### src/rtl/tphase_pkg.sv
`timescale 1ns/1ps
package tphase_pkg;
    typedef enum logic [1:0] {
        RING_STOPPED = 2'd0,
        RING_ACTIVE  = 2'd1,
        RING_LAST    = 2'd2,
        RING_DEAD    = 2'd3
    } ring_state_e;
endpackage

### src/rtl/tphase_tick.sv
`timescale 1ns/1ps
module tphase_tick #(
    parameter int DIV = 14
) (
    input  logic clk,
    input  logic rst,
    output logic tick
);
    generate
        if (DIV <= 1) begin : g_every
            assign tick = 1'b1;
        end else begin : g_count
            localparam int CW = $clog2(DIV);
            localparam logic [CW-1:0] TOP = CW'(DIV - 1);
            logic [CW-1:0] cnt_q;

            always_ff @(posedge clk) begin
                if (rst)               cnt_q <= '0;
                else if (cnt_q == TOP) cnt_q <= '0;
                else                   cnt_q <= cnt_q + CW'(1);
            end

            assign tick = (cnt_q == TOP);

            // boundaries are never adjacent
            a_r3_tick_gap: assert property (@(posedge clk) disable iff (rst)
                tick |=> !tick);
        end
    endgenerate
endmodule

### src/rtl/tphase_seq.sv
`timescale 1ns/1ps
module tphase_seq
    import tphase_pkg::*;
#(
    parameter int NUM_PHASES  = 8,
    parameter int IDLE_PHASES = 4
) (
    input  logic                  clk,
    input  logic                  rst,
    input  logic                  tick,
    input  logic                  run,
    input  logic                  hold,
    input  logic                  slow,
    output logic [NUM_PHASES-1:0] t_phase,
    output logic                  cycle_start,
    output logic                  cycle_end
);
    localparam int PW = $clog2(NUM_PHASES);
    localparam int IW = (IDLE_PHASES > 1) ? $clog2(IDLE_PHASES) : 1;
    localparam bit HAS_IDLE = (IDLE_PHASES > 0);
    localparam logic [IW-1:0] IDLE_LAST = IW'(HAS_IDLE ? IDLE_PHASES - 1 : 0);
    localparam logic [PW-1:0] PRE_LAST  = PW'(NUM_PHASES - 2);
    localparam int LAST_BIT = NUM_PHASES - 1;

    ring_state_e     state_q, state_d;
    logic [PW-1:0]   idx_q, idx_d;
    logic [IW-1:0]   icnt_q, icnt_d;
    logic            start_q, enter_t0;

    // next-state logic
    always_comb begin
        state_d  = state_q;
        idx_d    = idx_q;
        icnt_d   = icnt_q;
        enter_t0 = 1'b0;
        if (tick) begin
            unique case (state_q)
                RING_STOPPED: begin
                    if (run) begin
                        state_d  = RING_ACTIVE;
                        idx_d    = '0;
                        enter_t0 = 1'b1;
                    end
                end
                RING_ACTIVE: begin
                    if (idx_q == PRE_LAST) state_d = RING_LAST;
                    else                   idx_d   = idx_q + PW'(1);
                end
                RING_LAST: begin
                    if (hold) begin
                        state_d = RING_LAST;
                    end else if (slow && HAS_IDLE) begin
                        state_d = RING_DEAD;
                        icnt_d  = '0;
                    end else if (run) begin
                        state_d  = RING_ACTIVE;
                        idx_d    = '0;
                        enter_t0 = 1'b1;
                    end else begin
                        state_d = RING_STOPPED;
                    end
                end
                RING_DEAD: begin
                    if (icnt_q == IDLE_LAST) begin
                        if (run) begin
                            state_d  = RING_ACTIVE;
                            idx_d    = '0;
                            enter_t0 = 1'b1;
                        end else begin
                            state_d = RING_STOPPED;
                        end
                    end else begin
                        icnt_d = icnt_q + IW'(1);
                    end
                end
                default: state_d = RING_STOPPED;
            endcase
        end
    end

    // state register
    always_ff @(posedge clk) begin
        if (rst) begin
            state_q <= RING_STOPPED;
            idx_q   <= '0;
            icnt_q  <= '0;
            start_q <= 1'b0;
        end else begin
            state_q <= state_d;
            idx_q   <= idx_d;
            icnt_q  <= icnt_d;
            start_q <= enter_t0;
        end
    end

    // outputs
    always_comb begin
        t_phase   = '0;
        cycle_end = 1'b0;
        unique case (state_q)
            RING_ACTIVE: t_phase[idx_q] = 1'b1;
            RING_LAST: begin
                t_phase[LAST_BIT] = 1'b1;
                cycle_end         = tick & ~hold;
            end
            default: ;
        endcase
    end

    assign cycle_start = start_q;

    a_r2_onehot: assert property (@(posedge clk) disable iff (rst)
        $onehot0(t_phase));
    a_r3_moves_on_tick: assert property (@(posedge clk) disable iff (rst)
        !tick |=> $stable(t_phase));
    a_r4_no_gap: assert property (@(posedge clk) disable iff (rst)
        (t_phase[LAST_BIT] && tick && !hold && !slow && run) |=> t_phase[0]);
    a_r5_hold_keeps_last: assert property (@(posedge clk) disable iff (rst)
        (t_phase[LAST_BIT] && tick && hold) |=> t_phase[LAST_BIT]);
    a_r7_dead_after_last: assert property (@(posedge clk) disable iff (rst)
        (t_phase[LAST_BIT] && tick && !hold && slow && HAS_IDLE) |=> (t_phase == '0));
    a_r8_start_in_t0: assert property (@(posedge clk) disable iff (rst)
        cycle_start |-> t_phase[0]);
    a_r9_end_in_last: assert property (@(posedge clk) disable iff (rst)
        cycle_end |-> (t_phase[LAST_BIT] && tick));
    a_r10_stop_after_last: assert property (@(posedge clk) disable iff (rst)
        (t_phase[LAST_BIT] && tick && !hold && !slow && !run) |=> ((t_phase == '0) && !cycle_start));
endmodule

### src/rtl/tphase_ring.sv
`timescale 1ns/1ps
module tphase_ring #(
    parameter int CLKS_PER_PHASE = 14,
    parameter int NUM_PHASES     = 8,
    parameter int IDLE_PHASES    = 4
) (
    input  logic                  clk,
    input  logic                  rst,
    input  logic                  run,
    input  logic                  hold,
    input  logic                  slow_mode,
    output logic [NUM_PHASES-1:0] t_phase,
    output logic                  cycle_start,
    output logic                  cycle_end
);
    logic phase_tick;

    tphase_tick #(
        .DIV (CLKS_PER_PHASE)
    ) tick_i (
        .clk  (clk),
        .rst  (rst),
        .tick (phase_tick)
    );

    tphase_seq #(
        .NUM_PHASES  (NUM_PHASES),
        .IDLE_PHASES (IDLE_PHASES)
    ) seq_i (
        .clk         (clk),
        .rst         (rst),
        .tick        (phase_tick),
        .run         (run),
        .hold        (hold),
        .slow        (slow_mode),
        .t_phase     (t_phase),
        .cycle_start (cycle_start),
        .cycle_end   (cycle_end)
    );
endmodule

### config.mk
export PLATFORM = sky130hd
export DESIGN_NAME = tphase_ring
export DESIGN_NICKNAME = d
export VERILOG_FILES = /design/src/rtl/tphase_pkg.sv /design/src/rtl/tphase_tick.sv /design/src/rtl/tphase_seq.sv /design/src/rtl/tphase_ring.sv
export SDC_FILE = /design/constraint.sdc
export NUM_CORES = 1
export LEC_CHECK = 0
export BUFFER_PORTS_ARGS = -buffer_cell sky130_fd_sc_hd__buf_2
export CAP_MARGIN = 20
export CORE_UTILIZATION = 55
export CTS_CLUSTER_DIAMETER = 150
export DETAILED_ROUTE_END_ITERATION = 10
export PLACE_DENSITY = 0.91
export SLEW_MARGIN = 20
export SYNTH_ARGS = -nofsm -noshare
export SYNTH_HDL_FRONTEND = slang
export SYNTH_SLANG_ARGS = --single-unit
### constraint.sdc
create_clock -name clk -period 2.6 [get_ports clk]
set_input_delay 0.13 -clock clk [delete_from_list [all_inputs] [get_ports clk]]
set_output_delay 0.13 -clock clk [all_outputs]
set_load 0.05 [all_outputs]
**After elaboration in Yosys (flattened, before gate mapping)**

Cells that the tools add are included.

- Bits in registers: 12
- Bits of input ports: 5
- Output and inout port bits: 10
- Word-level logic and storage cells: 62

- Add/subtract/negate cells: 3
- $lt $le $gt $ge: 2
- Equal/unequal tests: 14
- Muxes and demuxes: 27
- Bitwise gates (word level): 3
- Reduce and logical (&&, ||, !) cells: 8

Operator list:

| operator | count |
|---|---|
| 2-to-1 mux 2 bit | 8 |
| 2-to-1 mux 3 bit | 5 |
| inequality test 2 bit (second input constant) | 6 |
| case mux 3 bit (4 select lines) | 1 |
| AND reduction 5 bit | 2 |
| case mux 2 bit (4 select lines) | 1 |
| 2-to-1 mux 1 bit | 7 |
| 2-to-1 mux 7 bit | 1 |
| == test 2 bit (second input constant) | 3 |
| adder 4 x 1 -> 4 bit (second input constant) | 1 |
| == test 4 bit (second input constant) | 1 |
| less-than comparator 3 x 4 -> 1 bit (second input constant) | 1 |
| inequality test 2 x 1 -> 1 bit (second input constant) | 2 |
| case mux 2 bit (2 select lines) | 1 |
| AND reduction 4 bit | 1 |
| OR reduction 2 bit | 2 |
| adder 3 x 1 -> 3 bit (second input constant) | 1 |
| demux 1 bit (select 3 bit) | 1 |
| == test 3 bit (second input constant) | 1 |
| greater-or-equal comparator 3 x 1 -> 1 bit (second input constant) | 1 |
| case mux 1 bit (3 select lines) | 1 |
| adder 2 x 1 -> 2 bit (second input constant) | 1 |
| == test 2 x 1 -> 1 bit (second input constant) | 1 |
| logical NOT 2 bit | 1 |
| 5 further kinds | 6 |

**Logic depth before layout (Yosys ltp)**

- Depth in word-level cells: 5
- Depth in mapped cells: 6
- Mapped depth without buffers: 6

**Cells and area by module**

A second synthesis with hierarchy kept.

- Cells, all modules: 102
- Area, all modules: 832.0 um^2

Modules (own cells, without submodules):

| module | instances | cells an instance | area an instance (um^2) | sequential area each (um^2) |
|---|---|---|---|---|
| tphase_seq | 1 | 83 | 653.1 | 160.2 |
| tphase_tick | 1 | 19 | 178.9 | 80.1 |

**Least setup slack after synthesis**

OpenSTA, ideal clock, no wires.

- Path kind: flip-flop to output port
- Start point: reg seq_i.state_q[1]
- End point: out t_phase[0]
- Arrival: 1.868 ns
- Required time: 2.470 ns
- Setup slack: 0.602 ns
- Cell stages (with the launch flop): 5
- Path buffers: 0
- Path through: dfxtp_1 -> inv_1 -> ha_1 -> nand2b_1 -> nor3_1

- Cells in the longest elaborated chain, start to end: 2

Ends and longest elaborated chain:

| what | line | RTL |
|---|---|---|
| start: declaration | tphase_seq.sv:25 | `ring_state_e state_q, state_d;` |
| start signal: assignment | tphase_seq.sv:89 | `state_q <= state_d;` |
| == test 2 x 1 -> 1 bit | tphase_seq.sv:100 | `unique case (state_q)` |
| 2-to-1 mux 7 bit | tphase_seq.sv:100 |  |
| end: declaration | tphase_ring.sv:12 | `output logic [NUM_PHASES-1:0] t_phase,` |

Every way passes these cells.

**Final worst setup path**

- Start point: reg seq_i.state_q[1]
- End point: reg seq_i.idx_q[2]

- Cells in the longest elaborated chain, start to end: 3
- Elaborated cells on any way between the ends: 10
- Classes of those cells: eq/ne: 7; mux: 1; reduce/logical: 2

Ends and longest elaborated chain:

| what | line | RTL |
|---|---|---|
| == test 2 x 1 -> 1 bit or == test 2 bit (tied branches) | tphase_seq.sv:37 | `unique case (state_q)` |
| inequality test 2 bit (no source line) or inequality test 2 x 1 -> 1 bit (tied branches) | - |  |
| AND reduction 5 bit (no source line) | - |  |
| end signal: assignment | tphase_seq.sv:90 | `idx_q <= idx_d;` |
| end: declaration | tphase_seq.sv:26 | `logic [PW-1:0] idx_q, idx_d;` |

Parallel ways exist; a longest one is shown, timed or not.
A chain may end at the register's enable or synchronous reset.

==> flow_summary.yaml <==
status:
  status: "finished clean"
floorplanning:
  overall_die_width_um: 40.01
  row_count: 13
  die_area_um2: 1600
  die_y_um: 40.01
  start_util_pct: 60.30
  fp.coreArea_um2: 1318
  num_io_pins: 15
worst_hold_path:
  class_of_the_most_critical_hold_timing_path: "primary input to register"
  worstHoldEndpoint: "seq_i.cycle_start$_SDFF_PP0_"
  hold_depth: 2
  min_from: "run"
sta:
  slew_at_the_pin_with_the_worst_max_slew_slack_ns: 0.4450
  final_hold_viol_count: 0
  worst_relative_slew_slack_pct: 70.06
  report.final.slew_viol_count: 0
  timing.final.setup_violations: 0
  clock.fmax_mhz: 534.3
  rsz0062_at_grt: "no"
  timing.setup.tns_ns: 0
  clock_skew_ns: 0.001618
  final_critical_path_time_including_i_o_delays_and_setup_ns: 1.872
  finalCritPeriodShare_pct: 71.99
  final_worst_slack_ns: 0.7284
  final.hold.worst_slack_ns: 0.1797
critical_path:
  worst-r2r-setup-slack_ns: 0.73
  timing.critical_path.max_delay_family: "compound AO/OA/AOI/OAI gates"
  timing.critical_path.slowest_stage_cell: "a311o_1"
  worstReg2RegEnd: "seq_i.idx_q[2]$_SDFFE_PP0P_"
  setup.worst_path.class: "register to register"
  timing.rr.start: "seq_i.state_q[1]$_SDFFE_PP0P_"
  timing.critical_path.slowest_cell_delay_ns: 0.44
  cp_num_buf_inv: 1
  critPathLaunchType: "register"
  ff2ff_path_depth: 5
  timing.critical_path.fanout_max: 7
  timing.critical_path.cells: "inv_1 > ha_1 > a311o_1 > or4_1 > a21oi_1"
  critical_path_required_ns: 2.80
  worstSetupEndpointType: "register"
  arrival_time_of_data_at_the_critical_path_endpoint_ns: 2.07
synthesis:
  yosys_warns: 0
  postSynthRegisterBits: 12
  synth.distinct_cells: 27
  yosysSeqAreaShare_pct: 30.24
  synthesis.instances: 99
  syn-cell-area_um2: 794.5
  post_synth.cell_area_avg_um2: 8.025
  synth_fp_nets: 115
placement:
  place_congestion: 0.8141
  place_worst_setup_slack_ns: 0.7458
  port_buffers: 14
  placed_cells_incl_taps: 127
  detailedPlacementHpwl_um: 1234
final_layout:
  final_core_util_pct: 69.52
  n_antenna_cell: 0
  fin_cells: 131
  area_added_between_synthesis_and_finish_pct: 15.28
  layout.nets: 133
  post_route_cells_drive_above_1_share_pct: 17.24
cts:
  cts_setup_buffers: 0
  worst_skew_late_latency_ns: 0.26
  cts_htree_levels: 1
  cts_made_buffers: 3
  clk_transition_reported_paths_ns: 0.08
  root_buffer: "clkbuf_4"
  cts_hold_repair.buffers: 0
  postCtsResizedCells: 0
  tritoncts: "yes"
  clock_path_buffers: 2
  tritoncts_num_sinks: 12
detailed_routing:
  drc: 0
  detailed_route_wl_um: 1618
  via_count_of_the_routed_design: 742
  route.detailed.wl_per_inst_um: 12.35
  detail_route.vias_per_cell: 5.664
  initialDrtViolationCount: 21
  antenna_violating_nets_post_route: 0
  detail_route.first_pass.iterations: 4
power:
  power_leakage_nw: 0.3719
  switching_share_pct: 22.10
  total_power_density_per_cell_area_nw_per_um2: 395.2
  power.share.combinational_pct: 5.9
  irDropWorstVdd_mv: 0.2284
  power.switching_w: 0.00007999
  seq_power_share_pct: 53.1
  p_int_w: 0.0002819
  portion_of_total_power_attributed_to_the_clock_network_pct: 41.0
grt:
  all_layer_global_routing_usage_pct: 20.97
  grt_overflow: 0
  antenna_found_initial: 0
  largest_net_degree_at_the_start_of_global_routing: 13
  first_global_vias: 566
  grt_first_pass_wirelength_um: 2290
flow_run:
  cap_violations: 0
==> metal layers <==
metal,share of wire [%],track usage [%],wire (um)
met3,5.0,3.333,81
met5,0,0,0
met4,0,2.586,0
met1,46,27.12,744
met2,49,37.10,792
==> state kept, by name, indices dropped and copies added (netlist names) <==
name,flops
tick_i.g_count.cnt_q,4
seq_i.idx_q,3
seq_i.icnt_q,2
seq_i.state_q,2
seq_i.cycle_start,1
==> cells in the mapped netlist (all sizes together) <==
cell,number,area (um2)
nor2,14,52.55
dfxtp,12,240.2
ha,11,137.6
a21oi,9,45.04
inv,8,30.03
nor3,8,40.04
nand2,5,18.77
o21ai,5,25.02
nand2b,4,25.02
nor2b,3,26.27
or4,3,22.52
nand3,2,10.01
nor4,2,12.51
a2111oi,1,15.01
a21boi,1,7.510
a22o,1,8.760
a311o,1,10.01
and3,1,6.260
and4,1,8.760
clkbuf,1,3.750
mux2i,1,10.01
nand4b,1,8.760
o21a,1,7.510
o31ai,1,7.510
or3,1,6.260
xnor2,1,8.760
==> cell type report <==
type                            instances  area [um2]
Sequential cell                        12       240.2
Timing Repair Buffer                   14       70.07
Fill cell                             103       401.6
Inverter                                8       30.03
Multi-Input combinational cell         78       520.5
Clock buffer                            4       36.28
Tap cell                               15       18.77
==> worst max path at each step <==
stage | startpoint | to | slack, ns | cells past startpoint
floorplan | seq_i.state_q[1]$_SDFFE_PP0P_ | t_phase[0] | 0.60 | 4
global placement | seq_i.state_q[1]$_SDFFE_PP0P_ | seq_i.state_q[0]$_SDFFE_PP0P_ | 0.84 | 6
detailed placement | seq_i.state_q[1]$_SDFFE_PP0P_ | seq_i.idx_q[2]$_SDFFE_PP0P_ | 0.75 | 5
global route | seq_i.state_q[1]$_SDFFE_PP0P_ | seq_i.state_q[0]$_SDFFE_PP0P_ | 0.59 | 6
CTS | seq_i.state_q[1]$_SDFFE_PP0P_ | seq_i.idx_q[2]$_SDFFE_PP0P_ | 0.73 | 5
finish | seq_i.state_q[1]$_SDFFE_PP0P_ | seq_i.idx_q[2]$_SDFFE_PP0P_ | 0.73 | 5
==> placed cells by master, fill, tap and decap left out, drive strengths merged <==
| master | netlist | routed |
|---|---|---|
| a2111oi | 1 | 1 |
| inv | 8 | 8 |
| nor4 | 2 | 2 |
| nor2b | 3 | 3 |
| a311o | 1 | 1 |
| a22o | 1 | 1 |
| and3 | 1 | 1 |
| or3 | 1 | 1 |
| a21boi | 1 | 1 |
| ha | 11 | 11 |
| nand3 | 2 | 2 |
| nand2b | 4 | 4 |
| nand2 | 5 | 5 |
| nand4b | 1 | 1 |
| a21oi | 9 | 9 |
| o31ai | 1 | 1 |
| clkbuf | 1 | 4 |
| or4 | 3 | 3 |
| nor3 | 8 | 8 |
| o21a | 1 | 1 |
| nor2 | 14 | 14 |
| mux2i | 1 | 1 |
| o21ai | 5 | 5 |
| and4 | 1 | 1 |
| buf | 0 | 14 |
| dfxtp | 12 | 12 |
| xnor2 | 1 | 1 |
==> through the flow <==
stage / power, W / instance area (um2)
after floorplan: 0.0002098 / 794.5
after global placement: 0.0002168 / 879.6
after detailed placement: 0.0002177 / 879.6
after CTS: 0.0003651 / 915.9
after global routing: 0.0003782 / 915.9
final: 0.0003619 / 915.9
==> cells by family after synthesis <==
kind of cell,count (synthesis),synth area share (%)
flip-flops,12,30.24
AO/OA/AOI/OAI,20,15.91
multiplexers,1,1.260
XOR/XNOR,1,1.103
adder cells (fa/ha/maj),11,17.32
buffers and inverters,9,4.252
AND/OR/NAND/NOR,45,29.92
==> power groups by stage <==
| stage | Sequential (W) | Clock (W) | Combinational [W] |
|---|---|---|---|
| floorplan | 0.000196 | 0 | 0.0000142 |
| global placement | 0.000196 | 0 | 0.0000204 |
| detailed placement | 0.000197 | 0 | 0.0000210 |
| CTS | 0.000192 | 0.000152 | 0.0000211 |
| global route | 0.000193 | 0.000162 | 0.0000237 |
| finish | 0.000192 | 0.000148 | 0.0000213 |
No activity file was read; power rests on OpenSTA's default activity.
